## config.mk

```make
export PLATFORM = sky130hd
export DESIGN_NAME = idct4_core
export DESIGN_NICKNAME = d
export VERILOG_FILES = /design/src/rtl/idct4_pkg.sv /design/src/rtl/idct4_rndsat.sv /design/src/rtl/idct4_even.sv /design/src/rtl/idct4_odd.sv /design/src/rtl/idct4_core.sv
export SDC_FILE = /design/constraint.sdc
export NUM_CORES = 2
export LEC_CHECK = 0
export ABC_CLOCK_PERIOD_IN_PS = 29000
export BUFFER_PORTS_ARGS = -buffer_cell sky130_fd_sc_hd__buf_4
export CELL_PAD_IN_SITES_DETAIL_PLACEMENT = 0
export CELL_PAD_IN_SITES_GLOBAL_PLACEMENT = 2
export CORE_UTILIZATION = 45
export CTS_BUF_LIST = sky130_fd_sc_hd__clkbuf_8
export CTS_CLUSTER_SIZE = 30
export DETAILED_ROUTE_END_ITERATION = 6
export PLACE_DENSITY = 0.95
export SLEW_MARGIN = 25
export SYNTH_ARGS = -nofsm -noshare
export SYNTH_HDL_FRONTEND = slang
export SYNTH_SLANG_ARGS = --single-unit
```

## constraint.sdc

```tcl
create_clock -name clk -period 29 [get_ports clk]
set_clock_uncertainty 0.1 [all_clocks]
set_input_delay 2.9 -clock clk [delete_from_list [all_inputs] [get_ports clk]]
set_output_delay 2.9 -clock clk [all_outputs]
set_load 0.005 [all_outputs]
```

## src/rtl/idct4_pkg.sv

```systemverilog
package idct4_pkg;
    // data and coefficient lane width
    localparam int LANE_W = 16;
    // fractional bits of the fixed-point constants
    localparam int FRAC_W = 14;
    // cos(pi/4), cos(pi/8), cos(3pi/8) scaled by 2^14
    localparam int K_QUARTER = 11585;
    localparam int K_EIGHTH  = 15137;
    localparam int K_3EIGHTH = 6270;
endpackage

```

## src/rtl/idct4_rndsat.sv

```systemverilog
module idct4_rndsat #(
    parameter int DW   = 16,
    parameter int PW   = 32,
    parameter int FRAC = 14
) (
    input  logic signed [PW-1:0] prod,
    output logic signed [DW-1:0] rnd
);
    localparam logic signed [PW:0] HALF =
        {{(PW-FRAC+1){1'b0}}, 1'b1, {(FRAC-1){1'b0}}};
    localparam logic signed [PW:0] QMAX =
        {{(PW-DW+2){1'b0}}, {(DW-1){1'b1}}};
    localparam logic signed [PW:0] QMIN =
        {{(PW-DW+2){1'b1}}, {(DW-1){1'b0}}};
    localparam logic signed [DW-1:0] LMAX = {1'b0, {(DW-1){1'b1}}};
    localparam logic signed [DW-1:0] LMIN = {1'b1, {(DW-1){1'b0}}};

    logic signed [PW:0] wide;
    logic signed [PW:0] shifted;

    assign wide    = {prod[PW-1], prod} + HALF;
    assign shifted = wide >>> FRAC;

    always_comb begin
        if (shifted > QMAX) begin
            rnd = LMAX;
        end else if (shifted < QMIN) begin
            rnd = LMIN;
        end else begin
            rnd = shifted[DW-1:0];
        end
    end

    always_comb begin
        if (!prod[PW-1]) begin

            sign_pos_chk: assert (!rnd[DW-1]);
        end
        if (prod[PW-1]) begin

            sign_neg_chk: assert (rnd[DW-1] || (rnd == '0));
        end
    end
endmodule

```

## src/rtl/idct4_even.sv

```systemverilog
module idct4_even #(
    parameter int DW   = 16,
    parameter int FRAC = 14,
    parameter int KQ   = 11585
) (
    input  logic signed [DW-1:0] c_a,
    input  logic signed [DW-1:0] c_b,
    output logic signed [DW-1:0] e_sum,
    output logic signed [DW-1:0] e_dif
);
    localparam int PW = 2 * DW;
    localparam logic signed [DW-1:0] KQ_L = DW'(KQ);

    logic signed [DW-1:0] sum_w;
    logic signed [DW-1:0] dif_w;
    logic signed [PW-1:0] p_sum;
    logic signed [PW-1:0] p_dif;

    // both wrap at lane width before scaling
    assign sum_w = c_a + c_b;
    assign dif_w = c_a - c_b;
    assign p_sum = PW'(sum_w) * PW'(KQ_L);
    assign p_dif = PW'(dif_w) * PW'(KQ_L);

    idct4_rndsat #(.DW(DW), .PW(PW), .FRAC(FRAC)) u_rs_sum (
        .prod (p_sum),
        .rnd  (e_sum)
    );
    idct4_rndsat #(.DW(DW), .PW(PW), .FRAC(FRAC)) u_rs_dif (
        .prod (p_dif),
        .rnd  (e_dif)
    );
endmodule

```

## src/rtl/idct4_odd.sv

```systemverilog
module idct4_odd #(
    parameter int DW   = 16,
    parameter int FRAC = 14,
    parameter int KA   = 15137,
    parameter int KB   = 6270
) (
    input  logic signed [DW-1:0] c_a,
    input  logic signed [DW-1:0] c_b,
    output logic signed [DW-1:0] o_lo,
    output logic signed [DW-1:0] o_hi
);
    localparam int PW = 2 * DW;
    localparam logic signed [PW-1:0] KA_L = PW'(KA);
    localparam logic signed [PW-1:0] KB_L = PW'(KB);

    logic signed [PW-1:0] a_w;
    logic signed [PW-1:0] b_w;
    logic signed [PW-1:0] p_lo;
    logic signed [PW-1:0] p_hi;

    assign a_w  = PW'(c_a);
    assign b_w  = PW'(c_b);
    assign p_lo = (a_w * KB_L) - (b_w * KA_L);
    assign p_hi = (a_w * KA_L) + (b_w * KB_L);

    idct4_rndsat #(.DW(DW), .PW(PW), .FRAC(FRAC)) u_rs_lo (
        .prod (p_lo),
        .rnd  (o_lo)
    );
    idct4_rndsat #(.DW(DW), .PW(PW), .FRAC(FRAC)) u_rs_hi (
        .prod (p_hi),
        .rnd  (o_hi)
    );
endmodule

```

## src/rtl/idct4_core.sv

```systemverilog
module idct4_core
    import idct4_pkg::*;
#(
    parameter int DW   = LANE_W,
    parameter int FRAC = FRAC_W
) (
    input  logic                 clk,
    input  logic                 rst,
    input  logic                 in_valid,
    input  logic signed [DW-1:0] in_c0,
    input  logic signed [DW-1:0] in_c1,
    input  logic signed [DW-1:0] in_c2,
    input  logic signed [DW-1:0] in_c3,
    output logic                 out_valid,
    output logic signed [DW-1:0] out_y0,
    output logic signed [DW-1:0] out_y1,
    output logic signed [DW-1:0] out_y2,
    output logic signed [DW-1:0] out_y3
);
    localparam int LANES = 4;

    logic [1:0][DW-1:0]       ev;
    logic [1:0][DW-1:0]       od;
    logic [LANES-1:0][DW-1:0] y_n;
    logic [LANES-1:0][DW-1:0] y_q;
    logic                     v_q;

    idct4_even #(.DW(DW), .FRAC(FRAC), .KQ(K_QUARTER)) u_even (
        .c_a   (in_c0),
        .c_b   (in_c2),
        .e_sum (ev[0]),
        .e_dif (ev[1])
    );

    idct4_odd #(.DW(DW), .FRAC(FRAC), .KA(K_EIGHTH), .KB(K_3EIGHTH)) u_odd (
        .c_a  (in_c1),
        .c_b  (in_c3),
        .o_lo (od[0]),
        .o_hi (od[1])
    );

    // output butterfly: lanes 0/3 pair even0 with odd1, lanes 1/2 pair even1 with odd0
    for (genvar i = 0; i < LANES; i++) begin : g_bfly
        localparam int  EI  = (i == 0 || i == LANES - 1) ? 0 : 1;
        localparam int  OI  = 1 - EI;
        localparam bit  SUB = (i >= LANES / 2);
        if (SUB) begin : g_sub
            assign y_n[i] = ev[EI] - od[OI];
        end else begin : g_add
            assign y_n[i] = ev[EI] + od[OI];
        end
    end

    always_ff @(posedge clk) begin
        if (rst) begin
            v_q <= 1'b0;
            y_q <= '0;
        end else begin
            v_q <= in_valid;
            if (in_valid) begin
                y_q <= y_n;
            end
        end
    end

    assign out_valid = v_q;
    assign out_y0    = y_q[0];
    assign out_y1    = y_q[1];
    assign out_y2    = y_q[2];
    assign out_y3    = y_q[3];


    rst_clear_chk: assert property (@(posedge clk) rst |=> (!out_valid && out_y0 == '0));

    valid_up_chk: assert property (@(posedge clk) disable iff (rst) in_valid |=> out_valid);

    valid_dn_chk: assert property (@(posedge clk) disable iff (rst) !in_valid |=> !out_valid);

    hold_lanes_chk: assert property (@(posedge clk) disable iff (rst)
        !in_valid |=> ($stable(out_y0) && $stable(out_y1) && $stable(out_y2) && $stable(out_y3)));
endmodule

```

Yosys cells after proc, flatten, opt, wreduce, memory -nomap -nowiden

Index checks and enable logic that the tools add are counted.

$add $sub $neg: 12
$lt $le $gt $ge: 8
Multiply operators: 6
Muxes and demuxes: 8

Operators with widths:

| cell                   | number |
|---|---|
| $mux 16                | 8 |
| $mul 16x15->31 const B | 4 |
| $gt 19x16->1 const B   | 4 |
| $lt 19x16->1 const B   | 4 |
| $add 32x15->33 const B | 2 |
| $add 31x15->32 const B | 2 |
| $mul 16x13->29 const B | 2 |
| $add 16x16->16         | 3 |
| $sub 16x16->16         | 3 |
| $add 31x30->32         | 1 |
| $sub 30x31->32         | 1 |

Register bits: 65
Logic and storage cells: 39
Output and inout bits: 65

Longest topological paths before layout

Depth in word-level cells: 7
Mapped depth: 56
Depth with buffers taken out: 54

By module

Synthesis repeated with hierarchy kept, for this count alone.

Cell total of the unflattened synthesis: 4078
Area total of the unflattened synthesis: 35888.2 um2

By module, submodules not included:

| module       | seq. area each (um2) | area each (um2) | instances | cells an instance |
|---|---|---|---|---|
| idct4_odd    | 0.0                  | 19427.4         | 1         | 2102 |
| idct4_even   | 0.0                  | 9182.6          | 1         | 993 |
| idct4_core   | 1261.2               | 5381.4          | 1         | 683 |
| idct4_rndsat | 0.0                  | 474.2           | 4         | 75 |

Worst setup path after synthesis

OpenSTA, ideal clock, no wires.

Path kind: input port to flip-flop
From: input port in_c3[15]
To: register y_q, in the netlist out_y3[15]
Data required time: 28.814 ns
Data arrival time: 13.964 ns
Cell stages on the path: 45
Library setup time: 0.086 ns
Setup slack: 14.851 ns
Cells stage by stage: clkbuf_1 -> inv_1 -> fa_1 -> xnor2_1 -> xnor2_1 -> fa_1 -> inv_1 -> fa_1 -> fa_1 -> inv_1 -> ha_1 -> nor2_1 -> and3b_1 -> o31a_1 -> o211ai_1 -> nand3_1 -> a31o_2 -> a22oi_1 -> (+9 left out) -> o21ai_0 -> a31oi_1 -> xnor2_1 -> a211oi_1 -> clkbuf_1 -> clkbuf_1 -> a21oi_1 -> ha_1 -> a21oi_1 -> o21ai_0 -> a221oi_1 -> nor2_1 -> or3_1 -> a2111oi_0 -> o41ai_1 -> a221oi_1 -> xor2_1 -> a211oi_1

Word-level cells in the longest chain between the ends: 7

RTL lines:

| item                 | line               | RTL |
|---|---|---|
| start, declared      | idct4_core.sv:13   | `input logic signed [DW-1:0] in_c3,` |
| $mul 16x13->29 *     | idct4_odd.sv:24    | `assign p_hi = (a_w * KA_L) + (b_w * KB_L);` |
| $add 31x30->32 *     | idct4_odd.sv:24    |  |
| $add 32x15->33 *     | idct4_rndsat.sv:21 | `assign wide = {prod[PW-1], prod} + HALF;` |
| $lt 19x16->1         | idct4_rndsat.sv:27 | `end else if (shifted < QMIN) begin` |
| $mux 16              | idct4_rndsat.sv:27 |  |
| $mux 16 *            | idct4_rndsat.sv:25 | `if (shifted > QMAX) begin` |
| $sub 16x16->16 *     | idct4_core.sv:48   | `assign y_n[i] = ev[EI] - od[OI];` |
| end signal, assigned | idct4_core.sv:61   | `y_q <= y_n;` |
| end, declared        | idct4_core.sv:25   | `logic [LANES-1:0][DW-1:0] y_q;` |

Every way passes the cells marked *; elsewhere a longest branch is shown, timed or not.
A chain may end at the register's enable or synchronous reset.

Worst setup path after layout

From: input port in_c1[0]
To: register y_q, in the netlist out_y1[15]

Word-level cells in the longest chain between the ends: 7

RTL lines:

| item             | line               | RTL |
|---|---|---|
| start, declared  | idct4_core.sv:11   | `input logic signed [DW-1:0] in_c1,` |
| $mul 16x13->29 * | idct4_odd.sv:23    | `assign p_lo = (a_w * KB_L) - (b_w * KA_L);` |
| $sub 30x31->32 * | idct4_odd.sv:23    |  |
| $add 32x15->33 * | idct4_rndsat.sv:21 |  |
| $lt 19x16->1     | idct4_rndsat.sv:27 |  |
| $mux 16          | idct4_rndsat.sv:27 |  |
| $mux 16 *        | idct4_rndsat.sv:25 |  |
| $add 16x16->16 * | idct4_core.sv:50   | `assign y_n[i] = ev[EI] + od[OI];` |

Marked as above.

==> results summary <==
The CTS sink count came out at 63. The launching element type of the critical path is an input port. The initial antenna violation count is 1. The number of search-and-repair iterations in the first detailed-routing pass is 5.

The worst pin sits at a relative slew slack of between 40% and 50%. The ratio of routed vias to standard cells is just under 5. The slew at the pin closest to its max-slew limit is 886 ps. The chip width came out at about 270 um.

Setup repair after global routing left no endpoint under its margin. The post-cts repair resize count is 0. The number of max-slew violations in the final report is 0. In this run the standard cell core region covers about 70000 um^2. In this run the remaining antenna-violating nets after routing total 0.

The biggest fanout along the worst timing path came out at 14. The synthesized area came out at approximately 33000 um^2. The overall die area came out at between 70000 and 80000 um^2. The clock tree from TritonCTS is yes.

The arrival time at the worst endpoint is approximately 15000 ps. The cell with the most instances on the worst path is ha_1. The row count is 98. After detailed routing, the total wire length is roughly 75000 um. The synthesis-to-finish area growth is 6.76%. The first-pass GRT wire length came out at 126000 um. By area the synthesized netlist is led by fa_1 (31%), ha_1 (29%), inv_1 (12%).

The remaining routing DRC violations is 0. The die outline height is 272 um. The largest individual stage delay along the critical path comes from the cell and2_0. The number of hold violations in the final report is 0. The deepest level of the CTS H-tree came out at 3. The run finished with clean final reports. The net count reported at finish is 5080. In the layout the commonest cells are inv_1 (1080), ha_1 (771), fa_1 (503). Clock latency on the worst-skew pair, taken at its later pin, is around 400 ps. After synthesis, the netlist uses between 80 and 90 different library cells. The wire-length estimate of the detail-placed layout is roughly 68000 um. The number of vias after detailed routing came out at between 20k and 25k. The largest single stage delay on the critical path is ~610 ps. The share of the clock period used by the worst path came out at a little over half. Pin placement for this block handled between 100 and 150 I/O pins.

The start-to-end type of the worst setup path is input port to register. The total grt overflow came out at 0. The async set-reset flop share out of synthesis came out at 0%.

The share of synthesized area in the top cell type comes to between 30% and 40%. The number of flops mapped to enable cells by yosys came out at 0. The path class of the tightest hold or removal check is register to register. The pin count of the biggest net entering global routing is 64. The mean area per synthesized cell is slightly above 9 um^2. The fmax came out at around 0.066 GHz.

The clock-pin slew of the registers on the worst-case setup and hold paths came out at around 80 ps. The number of clock buffers inserted by TritonCTS came out at 9. The number of DRC markers in iteration 0 is 752.

The number of register bits inferred by synthesis came out at 63. Sequential elements use between 3 and 4% of the synthesized area. Dividing the detail-routed wire length by the instance count gives about 16 um. The initial standard-cell utilization of the core is ~46%. The clock period minus final worst setup slack is 15110 ps.

STA classifies the critical path endpoint as a register. In the global route stage, overall resource usage came out at 21.4%. In this run the clock root is driven by a clkbuf_8. Setup violations remaining at the end of the flow were counted as 0. The number of hold-repair buffers added at the cts stage is 0. The number of port buffers is 131. The library cell used most frequently in the layout, excluding fill and tap cells, is inv_1.

The final sum of negative setup slack is 0 ps. The gate count after technology mapping came out at around 3.6k. The post-CTS setup repair buffer count is 0. In this run the deepest clock path goes through 2 buffers. The library cell with the largest summed area after synthesis is fa_1. The via count of the first global-routing pass came out at roughly 24k.

Cells with a size suffix above 1 make up roughly 5.3% of the layout. The post-synth net total came out at ~5.0k. For this run, the leading register cell type out of synthesis is dfxtp_1. The count of max-cap constraint violations came out at 0.

STA puts the critical path data required time at around 30000 ps. At the end of routability-driven placement, the weighted congestion stood at 0.884. The number of warnings issued by yosys came out at 0.
==> state kept, by name (all words and copies together), names as in the netlist <==
| name | cells |
|---|---|
| out_y0 | 15 |
| out_y3 | 16 |
| out_valid | 1 |
| out_y2 | 16 |
| out_y1 | 15 |
==> cells in the mapped netlist, drive strengths merged, types with 3 or more instances <==
library cell     n
inv           1079
ha             771
fa             503
a21oi          163
nor2           161
xnor2          142
a21o            74
o21ai           73
dfxtp           63
nand2           63
xor2            51
a211oi          46
nand3           36
clkbuf          34
nor3            34
mux2i           33
o21bai          30
nand2b          27
nor2b           27
o21a            22
a31oi           21
and3            18
buf             15
nand4           12
or2             12
o211ai          11
and2            10
a211o            9
a2111oi          7
nor4             7
o31ai            7
o41ai            7
or3              6
a221oi           5
o2111ai          5
o31a             5
a31o             4
nand3b           4
a21boi           3
nor3b            3
o221ai           3
o311ai           3
==> routing by layer <==
layer / GRT usage [%] / vias up / share of wire (%) / wire length (um)
li1: - / 11647 / - / -
met3: 2.04 / 75 / 2.6 / 1930
met5: 0 / - / 0 / 0
met1: 29.3 / 10910 / 48 / 36200
met2: 36.3 / 245 / 47 / 35100
met4: 5.13 / 0 / 2.6 / 1990
==> kinds of logic after synthesis <==
| group | share of synthesized area [%] |
|---|---|
| AO/OA/AOI/OAI | 10.6 |
| XOR/XNOR | 5.21 |
| adder cells (fa/ha/maj) | 59.9 |
| buffers and inverters | 13.0 |
| flip-flops | 3.83 |
| multiplexers | 1.07 |
| AND/OR/NAND/NOR | 6.38 |
==> cell type report <==
cell class	count	area, um^2
Antenna cell	1	2.50
Clock buffer	9	124
Clock inverter	7	88.8
Fill cell	6918	36800
Inverter	1079	4050
Multi-Input combinational cell	2447	27400
Sequential cell	63	1260
Tap cell	950	1190
Timing Repair Buffer	139	1040
==> stage by stage <==
step                utilization (%)  cells  worst slack [ps]  hold WS (ps)  cell area (um^2)
floorplan                         -   3638             14850           362             32900
global route                   48.8   4695             12810           409             35100
CTS                            48.8   4694             13910           379             35100
global placement               48.5   4678             13710           364             34900
finish                         48.8   4695             13890           376             35100
detailed placement             48.5   4678             13510           363             34900
==> worst max-delay path, delay by kind of cell <==
family,cells,cell delay (ps)
AOI/OAI and AO/OA,23,4440
xor gates and xnor gates,2,450
adders and majority gates,14,5030
buffers and inverters,7,720
and+or+nand+nor,7,1760
==> path summary, 6_finish.rpt <==
kind	startpoint	to	slack, ps	depth (start not counted)
max reg2reg	out_y2[14]$_SDFFE_PP0P_	out_y2[14]$_SDFFE_PP0P_	28130	2
min reg2reg	out_y0[9]$_SDFFE_PP0P_	out_y0[9]$_SDFFE_PP0P_	380	2
max	in_c1[0]	out_y1[15]$_SDFFE_PP0P_	13890	53
min	out_y0[9]$_SDFFE_PP0P_	out_y0[9]$_SDFFE_PP0P_	380	2
Power is not shown: default switching activity piles up to over one toggle a cycle in this logic, so the estimate is an artifact.
